**src/rtl/dwf_pkg.sv**
```systemverilog
package dwf_pkg;

    localparam logic [5:0] ADDR_FIXED = 6'b011100;
    localparam int         UNIT_W     = 3;

    typedef enum logic [2:0] {
        ST_IDLE,
        ST_ADDR,
        ST_CTRL,
        ST_DATA,
        ST_SKIP
    } dwf_state_e;

    typedef struct packed {
        logic more_ctrl;   // continue flag
        logic to_ram;      // destination select
    } dwf_ctrl_t;

    function automatic logic f_addr_hit(input logic [7:0] b, input logic strap);
        return (b[7:1] == {ADDR_FIXED, strap}) && !b[0];
    endfunction

    function automatic dwf_ctrl_t f_ctrl(input logic [7:0] b);
        dwf_ctrl_t c;
        c.more_ctrl = b[7];
        c.to_ram    = b[6];
        return c;
    endfunction

    function automatic logic f_is_ptr_load(input logic [7:0] b);
        return b[7:6] == 2'b00;
    endfunction

    function automatic logic f_is_unit_sel(input logic [7:0] b);
        return b[7:3] == 5'b11100;
    endfunction

endpackage

```
**src/rtl/dwf_line_cond.sv**
```systemverilog
module dwf_line_cond #(
    parameter int SYNC_STAGES = 2
) (
    input  logic clk,
    input  logic rst,
    input  logic scl_i,
    input  logic sda_i,
    output logic scl_s,
    output logic sda_s,
    output logic scl_rise,
    output logic scl_fall,
    output logic start_det,
    output logic stop_det
);
    logic [SYNC_STAGES-1:0] scl_ff, sda_ff;
    logic scl_q, sda_q;

    always_ff @(posedge clk) begin
        if (rst) begin
            scl_ff <= '1;
            sda_ff <= '1;
            scl_q  <= 1'b1;
            sda_q  <= 1'b1;
        end else begin
            scl_ff <= {scl_ff[SYNC_STAGES-2:0], scl_i};
            sda_ff <= {sda_ff[SYNC_STAGES-2:0], sda_i};
            scl_q  <= scl_ff[SYNC_STAGES-1];
            sda_q  <= sda_ff[SYNC_STAGES-1];
        end
    end

    assign scl_s     = scl_ff[SYNC_STAGES-1];
    assign sda_s     = sda_ff[SYNC_STAGES-1];
    assign scl_rise  = scl_s & ~scl_q;
    assign scl_fall  = ~scl_s & scl_q;
    assign start_det = scl_s & scl_q & sda_q & ~sda_s;
    assign stop_det  = scl_s & scl_q & ~sda_q & sda_s;
endmodule

```
**src/rtl/dwf_link.sv**
```systemverilog
module dwf_link (
    input  logic       clk,
    input  logic       rst,
    input  logic       sda_s,
    input  logic       scl_rise,
    input  logic       scl_fall,
    input  logic       start_det,
    input  logic       stop_det,
    input  logic       ack_i,
    output logic       byte_rdy,
    output logic [7:0] rx_byte,
    output logic       pull_o
);
    logic [7:0] shreg;
    logic [3:0] bit_cnt;
    logic       ack_ph;

    always_ff @(posedge clk) begin
        if (rst) begin
            shreg   <= '0;
            bit_cnt <= '0;
            ack_ph  <= 1'b0;
            pull_o  <= 1'b0;
        end else if (start_det || stop_det) begin
            bit_cnt <= '0;
            ack_ph  <= 1'b0;
            pull_o  <= 1'b0;
        end else if (scl_rise && !ack_ph && bit_cnt < 4'd8) begin
            shreg   <= {shreg[6:0], sda_s};
            bit_cnt <= bit_cnt + 4'd1;
        end else if (scl_fall) begin
            if (ack_ph) begin
                ack_ph  <= 1'b0;
                pull_o  <= 1'b0;
                bit_cnt <= '0;
            end else if (bit_cnt == 4'd8) begin
                ack_ph <= 1'b1;
                pull_o <= ack_i;
            end
        end
    end

    assign byte_rdy = scl_fall && !ack_ph && (bit_cnt == 4'd8) && !start_det && !stop_det;
    assign rx_byte  = shreg;
endmodule

```
**src/rtl/dwf_proto.sv**
```systemverilog
module dwf_proto
    import dwf_pkg::*;
#(
    parameter int DEPTH = 60,
    localparam int PW   = $clog2(DEPTH)
) (
    input  logic              clk,
    input  logic              rst,
    input  logic              start_det,
    input  logic              stop_det,
    input  logic              byte_rdy,
    input  logic [7:0]        rx_byte,
    input  logic              strap_sa0,
    input  logic [UNIT_W-1:0] unit_id,
    output logic              ack_o,
    output logic              wr_en,
    output logic [PW-1:0]     wr_addr,
    output logic [7:0]        wr_data,
    output logic              cmd_valid,
    output logic [7:0]        cmd_byte,
    output dwf_state_e        state_o,
    output logic [PW-1:0]     ptr_o,
    output logic [UNIT_W-1:0] sel_o
);
    dwf_state_e        st;
    dwf_ctrl_t         ctl;
    logic [PW-1:0]     ptr;
    logic [UNIT_W-1:0] sel;
    logic              unit_hit;

    function automatic logic [PW-1:0] f_step(input logic [PW-1:0] p);
        if (p >= PW'(DEPTH - 1)) return '0;
        return p + PW'(1);
    endfunction

    assign unit_hit = (sel == unit_id);

    always_comb begin
        case (st)
            ST_ADDR: ack_o = f_addr_hit(rx_byte, strap_sa0);
            ST_CTRL: ack_o = 1'b1;
            ST_DATA: ack_o = ctl.to_ram ? unit_hit : 1'b1;
            default: ack_o = 1'b0;
        endcase
    end

    assign wr_en   = byte_rdy && (st == ST_DATA) && ctl.to_ram && unit_hit
                     && (ptr < PW'(DEPTH));
    assign wr_addr = ptr;
    assign wr_data = rx_byte;

    always_ff @(posedge clk) begin
        if (rst) begin
            st        <= ST_IDLE;
            ctl       <= '0;
            ptr       <= '0;
            sel       <= '0;
            cmd_valid <= 1'b0;
            cmd_byte  <= '0;
        end else begin
            cmd_valid <= 1'b0;
            if (stop_det) begin
                st <= ST_IDLE;
            end else if (start_det) begin
                st <= ST_ADDR;
            end else if (byte_rdy) begin
                case (st)
                    ST_ADDR: st <= f_addr_hit(rx_byte, strap_sa0) ? ST_CTRL : ST_SKIP;
                    ST_CTRL: begin
                        ctl <= f_ctrl(rx_byte);
                        st  <= ST_DATA;
                    end
                    ST_DATA: begin
                        if (ctl.to_ram) begin
                            if (unit_hit) ptr <= f_step(ptr);
                        end else if (f_is_ptr_load(rx_byte)) begin
                            ptr <= PW'(rx_byte[5:0]);
                        end else if (f_is_unit_sel(rx_byte)) begin
                            sel <= rx_byte[UNIT_W-1:0];
                        end else begin
                            cmd_valid <= 1'b1;
                            cmd_byte  <= rx_byte;
                        end
                        if (ctl.more_ctrl) st <= ST_CTRL;
                    end
                    default: st <= st;
                endcase
            end
        end
    end

    assign state_o = st;
    assign ptr_o   = ptr;
    assign sel_o   = sel;
endmodule

```
**src/rtl/dwf_ram.sv**
```systemverilog
module dwf_ram #(
    parameter int DEPTH = 60,
    localparam int PW   = $clog2(DEPTH)
) (
    input  logic          clk,
    input  logic          rst,
    input  logic          wr_en,
    input  logic [PW-1:0] wr_addr,
    input  logic [7:0]    wr_data,
    input  logic [PW-1:0] rd_addr,
    output logic [7:0]    rd_data
);
    logic [7:0] mem [DEPTH];

    always_ff @(posedge clk) begin
        if (rst) begin
            for (int i = 0; i < DEPTH; i++) mem[i] <= '0;
        end else if (wr_en) begin
            mem[wr_addr] <= wr_data;
        end
    end

    assign rd_data = (rd_addr < PW'(DEPTH)) ? mem[rd_addr] : 8'h00;
endmodule

```
**src/rtl/disp_i2c_wr_front.sv**
```systemverilog
module disp_i2c_wr_front
    import dwf_pkg::*;
#(
    parameter int DEPTH       = 60,
    parameter int SYNC_STAGES = 2,
    localparam int PW         = $clog2(DEPTH)
) (
    input  logic              clk,
    input  logic              rst,
    input  logic              scl_i,
    input  logic              sda_i,
    output logic              sda_pull_o,
    input  logic              strap_sa0,
    input  logic [UNIT_W-1:0] unit_id,
    output logic              cmd_valid,
    output logic [7:0]        cmd_byte,
    input  logic [PW-1:0]     rd_addr,
    output logic [7:0]        rd_data
);
    logic scl_s, sda_s, scl_rise, scl_fall, start_det, stop_det;
    logic ack, byte_rdy, wr_en;
    logic [7:0] rx_byte, wr_data;
    logic [PW-1:0] wr_addr, ptr;
    logic [UNIT_W-1:0] sel;
    dwf_state_e st;

    dwf_line_cond #(.SYNC_STAGES(SYNC_STAGES)) u_line (
        .clk(clk), .rst(rst), .scl_i(scl_i), .sda_i(sda_i),
        .scl_s(scl_s), .sda_s(sda_s), .scl_rise(scl_rise), .scl_fall(scl_fall),
        .start_det(start_det), .stop_det(stop_det)
    );

    dwf_link u_link (
        .clk(clk), .rst(rst), .sda_s(sda_s), .scl_rise(scl_rise), .scl_fall(scl_fall),
        .start_det(start_det), .stop_det(stop_det), .ack_i(ack),
        .byte_rdy(byte_rdy), .rx_byte(rx_byte), .pull_o(sda_pull_o)
    );

    dwf_proto #(.DEPTH(DEPTH)) u_proto (
        .clk(clk), .rst(rst), .start_det(start_det), .stop_det(stop_det),
        .byte_rdy(byte_rdy), .rx_byte(rx_byte), .strap_sa0(strap_sa0), .unit_id(unit_id),
        .ack_o(ack), .wr_en(wr_en), .wr_addr(wr_addr), .wr_data(wr_data),
        .cmd_valid(cmd_valid), .cmd_byte(cmd_byte), .state_o(st), .ptr_o(ptr), .sel_o(sel)
    );

    dwf_ram #(.DEPTH(DEPTH)) u_ram (
        .clk(clk), .rst(rst), .wr_en(wr_en), .wr_addr(wr_addr), .wr_data(wr_data),
        .rd_addr(rd_addr), .rd_data(rd_data)
    );
endmodule

```
**config.mk**
```make
export PLATFORM = sky130hd
export DESIGN_NAME = disp_i2c_wr_front
export DESIGN_NICKNAME = d
export VERILOG_FILES = /design/src/rtl/dwf_pkg.sv /design/src/rtl/dwf_line_cond.sv /design/src/rtl/dwf_link.sv /design/src/rtl/dwf_proto.sv /design/src/rtl/dwf_ram.sv /design/src/rtl/disp_i2c_wr_front.sv
export SDC_FILE = /design/constraint.sdc
export NUM_CORES = 1
export LEC_CHECK = 0
export BUFFER_PORTS_ARGS = -buffer_cell sky130_fd_sc_hd__buf_2
export CAP_MARGIN = 20
export CORE_ASPECT_RATIO = 1.4
export CORE_MARGIN = 2
export CORE_UTILIZATION = 50
export CTS_CLUSTER_DIAMETER = 60
export DETAILED_ROUTE_END_ITERATION = 6
export GPL_TIMING_DRIVEN = 1
export HOLD_SLACK_MARGIN = 0.08
export PLACE_DENSITY = 0.77
export SLEW_MARGIN = 15
export SYNTH_ARGS = -nofsm -noshare
export SYNTH_HDL_FRONTEND = slang
export SYNTH_SLANG_ARGS = --single-unit
```
**constraint.sdc**
```tcl
create_clock -name clk -period 3.3 [get_ports clk]
set_input_delay 0.33 -clock clk [delete_from_list [all_inputs] [get_ports clk]]
set_output_delay 0.33 -clock clk [all_outputs]
set_load 0.01 [all_outputs]
```
==> qor.txt, run 1 <==
Status -> finished clean
Initial antenna violation count -> 1
First DRT Iteration DRCs -> 1497
Final Util -> 55.7%
Worst Skew -> 0.0280 ns
Htree depth -> 2
GRT Residual Overflow -> 0
LEAKAGE -> 9.21 nW
DP Wirelength -> 43.1 mm
First-pass GRT wire length -> 101 mm
Hold Violations, Final -> 0
Row Count -> 101
Vias/cell -> 6.25
RR Endpoint -> u_ram.mem[6][1]
HP Class -> in -> reg
CTS tree -> yes
Worst Tran Pin Value -> 1.17 ns
Final Total Pwr -> 14.7 mW
Worst Setup SP -> rd_addr[0]
Library cells used by synthesis -> 62
Share of cells above drive strength 1 -> 36.7%
Max Slew Vio Count -> 0
Critical Path RT -> 2.97 ns
Starting Density -> 50.5%
Worst setup path end -> rd_data[3]
Worst setup EP type -> primary output
Fmax -> 0.311 GHz
P&R area growth vs syn -> 10.2%
Max cap viols -> 0
Post-CTS sizing -> 0
Post-Layout Cell Count -> 2596
Overall die area -> 0.0566 mm2
Vias in the first global route -> 16692
Top FF cell, synth -> edfxtp_1
CTS root buf -> clkbuf_16
Placed cell count -> 2499
Synth Area per Inst -> 14.9 um2
Relative slew margins -> 21.9%
Peak supply drop -> 0.400 mV
Synth Warn # -> 0
Reg2Reg Depth -> 6
Final min period -> 3.22 ns
Largest net degree at the start of global routing -> 95
Period utilization -> 97.4%
Post-synth ARST share -> 0%
GRT Overall Usage -> 23.5%
Synth Cell Area -> 0.0273 mm2
Clk slew on worst S/H paths -> 0.06 ns
Placer congestion estimate -> 0.899
IO buf count -> 31
Via count -> 16222
Routed WL -> 66.1 mm
Pwr/cell area -> 490 mW/mm2
Core Region -> 0.0541 mm2
Unrepaired setup endpoints after global routing -> false
Reg2reg start -> u_line.scl_q
#FFs+latches synth -> 551
Worst setup path class -> in -> out
DRC -> 0
R2R setup slack -> 0.27 ns
Wire length per cell -> 25.5 um
Die height -> 281 um
# diodes -> 0
Layout net count -> 1851
WHS -> 0.159 ns
Most common cell after layout, fill and taps aside -> edfxtp_1
Startpoint Class -> input port
IO Pins -> 32
Crit path DAT -> 2.89 ns
Routed Antenna Nets -> 0
Crit-path max FO -> 43
Sequential share of the synthesized area -> 59.0%
Setup TNS -> 0 ns
CTS max path bufs -> 3
Cells after Synth -> 1829
Post-synth EDFFs -> 508
Final setup viols -> 0
Detailed Routing Iterations Pass 1 -> 5
Die width -> 202 um
TritonCTS buffer count -> 52
TritonCTS sink count -> 551
Most frequent cells in the layout -> edfxtp_1, and2_1, nor4_2, mux4_2, buf_4
Skew-Pair Late Insertion Delay -> 0.61 ns
metrics by stage:
step,instance area [um2],worst slack [ns]
floorplan,27400,0.786
detailed placement,28500,0.0507
CTS,30100,0.0518
global placement,28500,0.124
global route,30100,0.0307
finish,30100,0.0846
layout make-up:
class	instances	area, um2
Clock buffer	74	1440
Clock inverter	21	171
Fill cell	4206	24000
Inverter	18	72.6
Multi-Input combinational cell	1077	10300
Sequential cell	551	16100
Tap cell	721	902
Timing Repair Buffer	134	1110
power by group:
group / switching (mW) / internal (mW) / leakage [nW] / total (mW)
Sequential: 0.104 / 7.92 / 5.19 / 8.02
Combinational: 0.535 / 0.388 / 3.22 / 0.923
Clock: 2.60 / 3.20 / 0.790 / 5.80
logic make-up (layout without fill, tap and decap cells):
logic type | count (synthesis) | in the layout | share of synthesized area, %
compound gates | 121 | 121 | 3.07
xor+xnor | 7 | 7 | 0.224
fa+ha+maj | 3 | 3 | 0.137
buf+inv | 228 | 247 | 3.84
flops | 551 | 551 | 59.0
mux | 164 | 164 | 11.3
other cells | 1 | 28 | 0.0137
simple gates | 754 | 754 | 22.4
how the worst min path moves through the flow:
stage	endpoint	slack, ns	start	cells past startpoint
2_1_floorplan	u_line.scl_ff[1]	0.39	u_line.scl_ff[0]	1
3_3_place_gp	u_line.sda_ff[1]	0.40	u_line.sda_ff[0]	1
3_5_place_dp	u_line.scl_ff[1]	0.40	u_line.scl_ff[0]	1
4_1_cts	u_proto.ptr_o[3]	0.13	rst	3
5_1_grt	u_proto.ptr_o[3]	0.18	rst	3
6_report	u_proto.ptr_o[3]	0.16	rst	3
metal layers:
| layer | vias up | global-route usage (%) | wire, um |
|---|---|---|---|
| met5 | - | 0 | 10 |
| met4 | 2 | 9.03 | 2550 |
| met3 | 145 | 3.67 | 4800 |
| met2 | 750 | 41.7 | 34300 |
| met1 | 8246 | 29.0 | 24500 |
| li1 | 7079 | - | - |
sequential cells by signal, indices dropped and copies added, names as in the netlist:
name,cells
u_ram.mem,508
u_link.rx_byte,8
u_proto.cmd_byte,8
u_proto.ptr_o,6
u_link.bit_cnt,4
u_proto.sel_o,3
u_proto.state_o,3
u_line.scl_ff,2
u_line.sda_ff,2
u_proto.ctl,2
u_line.scl_q,1
u_line.sda_q,1
u_link.ack_ph,1
u_link.pull_o,1
u_proto.cmd_valid,1
worst max-delay path: stages:
cell and delay [ns]:
clkbuf_8 0.50, buf_4 0.39, mux4_2 0.56, a22o_1 0.27
o21ai_0 0.35, o32ai_1 0.24, buf_2 0.19
repair_timing:
action | in CTS | in global routing
buffers inserted | 0 | 0
hold buffers | 2 | 0
hold endpoints to repair | 2 | 0
Yosys cell counts (4+ instances only):
cell type,n,share of area [%]
a22o_1,6,0.19
and2_1,241,5.5
xnor2_1,5,0.16
buf_2,22,0.40
buf_4,4,0.11
nor2b_1,6,0.14
nor3_2,37,1.4
nand3_1,16,0.29
clkbuf_1,124,1.7
nor4_2,232,11
dfxtp_1,43,3.2
edfxtp_1,508,56
nand3b_1,7,0.19
o22ai_1,8,0.18
a21oi_1,32,0.59
mux2i_1,46,1.7
or2_2,70,1.6
buf_1,40,0.55
nor3_1,28,0.51
a221oi_1,5,0.16
nand4_1,8,0.18
o221ai_1,15,0.48
mux4_2,116,9.6
o21ai_0,16,0.29
inv_1,14,0.19
a22oi_1,15,0.41
or3b_2,5,0.16
nor4_1,11,0.25
buf_6,20,0.82
nand2_1,46,0.63
nor2_1,32,0.44
Note: power is estimated with default switching activity, not from simulation.
==> run 2, diff against run 1 <==
BUFFER_PORTS_ARGS = default   (was -buffer_cell sky130_fd_sc_hd__buf_2)
DONT_BUFFER_PORTS = 1   (was default)
PLACE_DENSITY = 0.76   (was 0.77)
==> run 2 against run 1 <==
Clock skew increased by 0.0059 ns. Flip-flop and latch count unchanged. Global-route usage increased by 0.46 points. Hold slack got worse by 0.055 ns. Largest power group unchanged. Utilization decreased by 0.55 points. Clock-buffer cell count decreased by 14.
==> qor.txt, run 2 (synthesized netlist as in run 1, its figures left out) <==
Status -> finished clean
Worst Skew -> 0.0340 ns (+0.00595 ns)
Core Region -> 0.0541 mm2 (unchanged)
Vias/cell -> 6.38 (+2.1%)
Wire length per cell -> 26.7 um (+4.7%)
P&R area growth vs syn -> 9.08%
Hold Violations, Final -> 0 (unchanged)
Clk slew on worst S/H paths -> 0.07 ns (about the same)
Routed WL -> 67.4 mm (+1.9%)
Pre-CTS setup slack -> 0.329 ns (+0.278 ns)
Worst Tran Pin Value -> 1.08 ns (-0.0941 ns)
Peak supply drop -> 0.472 mV (+18%)
CP max stage delay -> 0.64 ns (+0.08 ns)
GRT Overall Usage -> 24.0% (+0.46 points)
Startpoint Class -> register
DRC -> 0 (unchanged)
Max Slew Vio Count -> 0 (unchanged)
Die height -> 281 um (unchanged)
TritonCTS sink count -> 551 (unchanged)
Slowest cell on crit path -> or4_4
DP Area -> 0.0279 mm2 (-2.1%)
Unrepaired setup endpoints after global routing -> false
First DRT Iteration DRCs -> 1713 (+14%)
Critical Path RT -> 3.61 ns (+0.64 ns)
Htree depth -> 2 (unchanged)
Finished Cell Area -> 0.0298 mm2 (-0.99%)
Max cap viols -> 0 (unchanged)
Clock share of power -> 42.1% (+2.8 points)
Detailed Routing Iterations Pass 1 -> 5 (unchanged)
Most common cell after layout, fill and taps aside -> edfxtp_1
Worst setup path class -> reg -> reg
IO buf count -> 0 (-100%)
CTS tree -> yes
Vias in the first global route -> 16376 (-1.9%)
Row Count -> 101 (unchanged)
Post-CTS Setup Inserts -> 0 (unchanged)
GRT Residual Overflow -> 0 (unchanged)
Post-CTS sizing -> 0 (unchanged)
Sw Ratio -> 20.9% (-1.1 points)
Pwr/cell area -> 511 mW/mm2 (+4.3%)
CTS root buf -> clkbuf_16
Sequential fraction of design power -> 52.9% (-1.5 points)
Max reg flops -> 508 (unchanged)
Starting Density -> 50.5% (unchanged)
Overall die area -> 0.0566 mm2 (unchanged)
Most frequent cells in the layout -> edfxtp_1, and2_1, nor4_2, mux4_2, or2_2
Crit path DAT -> 3.35 ns (+0.46 ns)
Layout net count -> 1778 (-3.9%)
CTS max path bufs -> 3 (unchanged)
Final setup viols -> 0 (unchanged)
Placer congestion estimate -> 0.955 (+6.1%)
Period utilization -> 92.1% (-5.3 points)
Internal power contribution -> 12.0 mW (+4.6%)
Most flop-heavy register -> u_ram.mem
Via count -> 16125 (-0.60%)
Setup ws final -> 0.260 ns (+0.175 ns)
Routed Antenna Nets -> 0 (unchanged)
LEAKAGE -> 8.94 nW (-2.9%)
IO Pins -> 32 (unchanged)
Setup TNS -> 0 ns (unchanged)
Largest net degree at the start of global routing -> 129 (+36%)
Crit-path max FO -> 102 (+140%)
HP Class -> in -> reg
Switch Pwr -> 3.18 mW (-1.7%)
Initial antenna violation count -> 1 (unchanged)
DP Wirelength -> 41.0 mm (-4.8%)
Die width -> 202 um (unchanged)
Gate power share -> 5.0% (-1.3 points)
Critical path buffers and inverters -> 1 (-2)
Share of cells above drive strength 1 -> 34.4% (-2.4 points)
Crit-path cells -> and4bb_2, nand4b_4, or4_4, buf_12, nor3_1, or2_2
Fmax -> 0.329 GHz (+5.8%)
Relative slew margins -> 28.0% (+6.1 points)
Skew-Pair Late Insertion Delay -> 0.62 ns (about the same)
Final min period -> 3.04 ns (-0.175 ns)
First-pass GRT wire length -> 101 mm (about the same)
Worst setup EP type -> register
Crit path max-delay family -> simple AND/OR/NAND/NOR gates
TritonCTS buffer count -> 52 (unchanged)
run 2: cell count changes in the layout (fill, tap and decap cells not counted), moves of 4 or more:
cell,delta
bufinv_16,+8
buf_4,-42
clkinv_1,+5
dlygate4sd3_1,+4
buf_2,-29
buf_12,-5
clkbuf_1,-11
run 2: worst reg2reg max path: stages (launching register included):
cell and delay (ns):
dfxtp_1 0.36, and4bb_2 0.40, nand4b_4 0.16, or4_4 0.64
buf_12 0.26, nor3_1 0.63, or2_2 0.31
run 2: per-layer routing:
layer	routed length [um]	track usage, %	vias to the layer above
li1	-	-	6941
met1	23800	27.6	8243
met2	35000	43.2	741
met3	4770	3.48	200
met4	3830	12.8	0
met5	0	0	-
run 2: final timing paths:
path | slack, ns | endpoint | from | cells after the start
worst min register to register | 0.41 | u_line.sda_ff[1] | u_line.sda_ff[0] | 1
worst min-delay path | 0.10 | u_ram.mem[40][5] | rst | 1
worst max register to register | 0.26 | u_ram.mem[33][6] | u_line.scl_ff[1] | 6
worst max-delay path | 0.26 | u_ram.mem[33][6] | u_line.scl_ff[1] | 6
run 2: layout make-up:
class	count	area, um2
inverters	18	72.6
repair buffers	61	593
clock buffers	60	1370
clock inverters	37	454
fillers	4292	24300
well taps	721	902
flip-flops and latches	551	16100
multi-input cells	1077	10300
diodes	2	5.00
run 2: what timing repair did:
action	4_1_cts	5_1_grt
endpoints found under the setup margin	0	0
hold endpoints to repair	167	0
hold buffers	8	0
run 2: metrics by stage:
| step | power (mW) | hold slack [ns] | utilization (%) | std cells |
|---|---|---|---|---|
| 6_report | 15.2 | 0.105 | 55.1 | 2527 |
| 5_1_grt | 15.5 | 0.101 | 55.1 | 2525 |
| 4_1_cts | 15.3 | 0.0807 | 55.1 | 2525 |
| 3_5_place_dp | 8.91 | 0.394 | 51.5 | 2420 |
| 3_3_place_gp | 8.88 | 0.392 | 51.5 | 2420 |
| 2_1_floorplan | 8.72 | 0.389 | - | 1856 |
run 2: power by group through the flow:
stage	logic [mW]	registers (mW)	clock network (mW)
2_1_floorplan	0.607	8.11	0
3_3_place_gp	0.699	8.18	0
3_5_place_dp	0.718	8.19	0
4_1_cts	0.760	8.05	6.46
5_1_grt	0.793	8.06	6.69
6_report	0.768	8.05	6.41
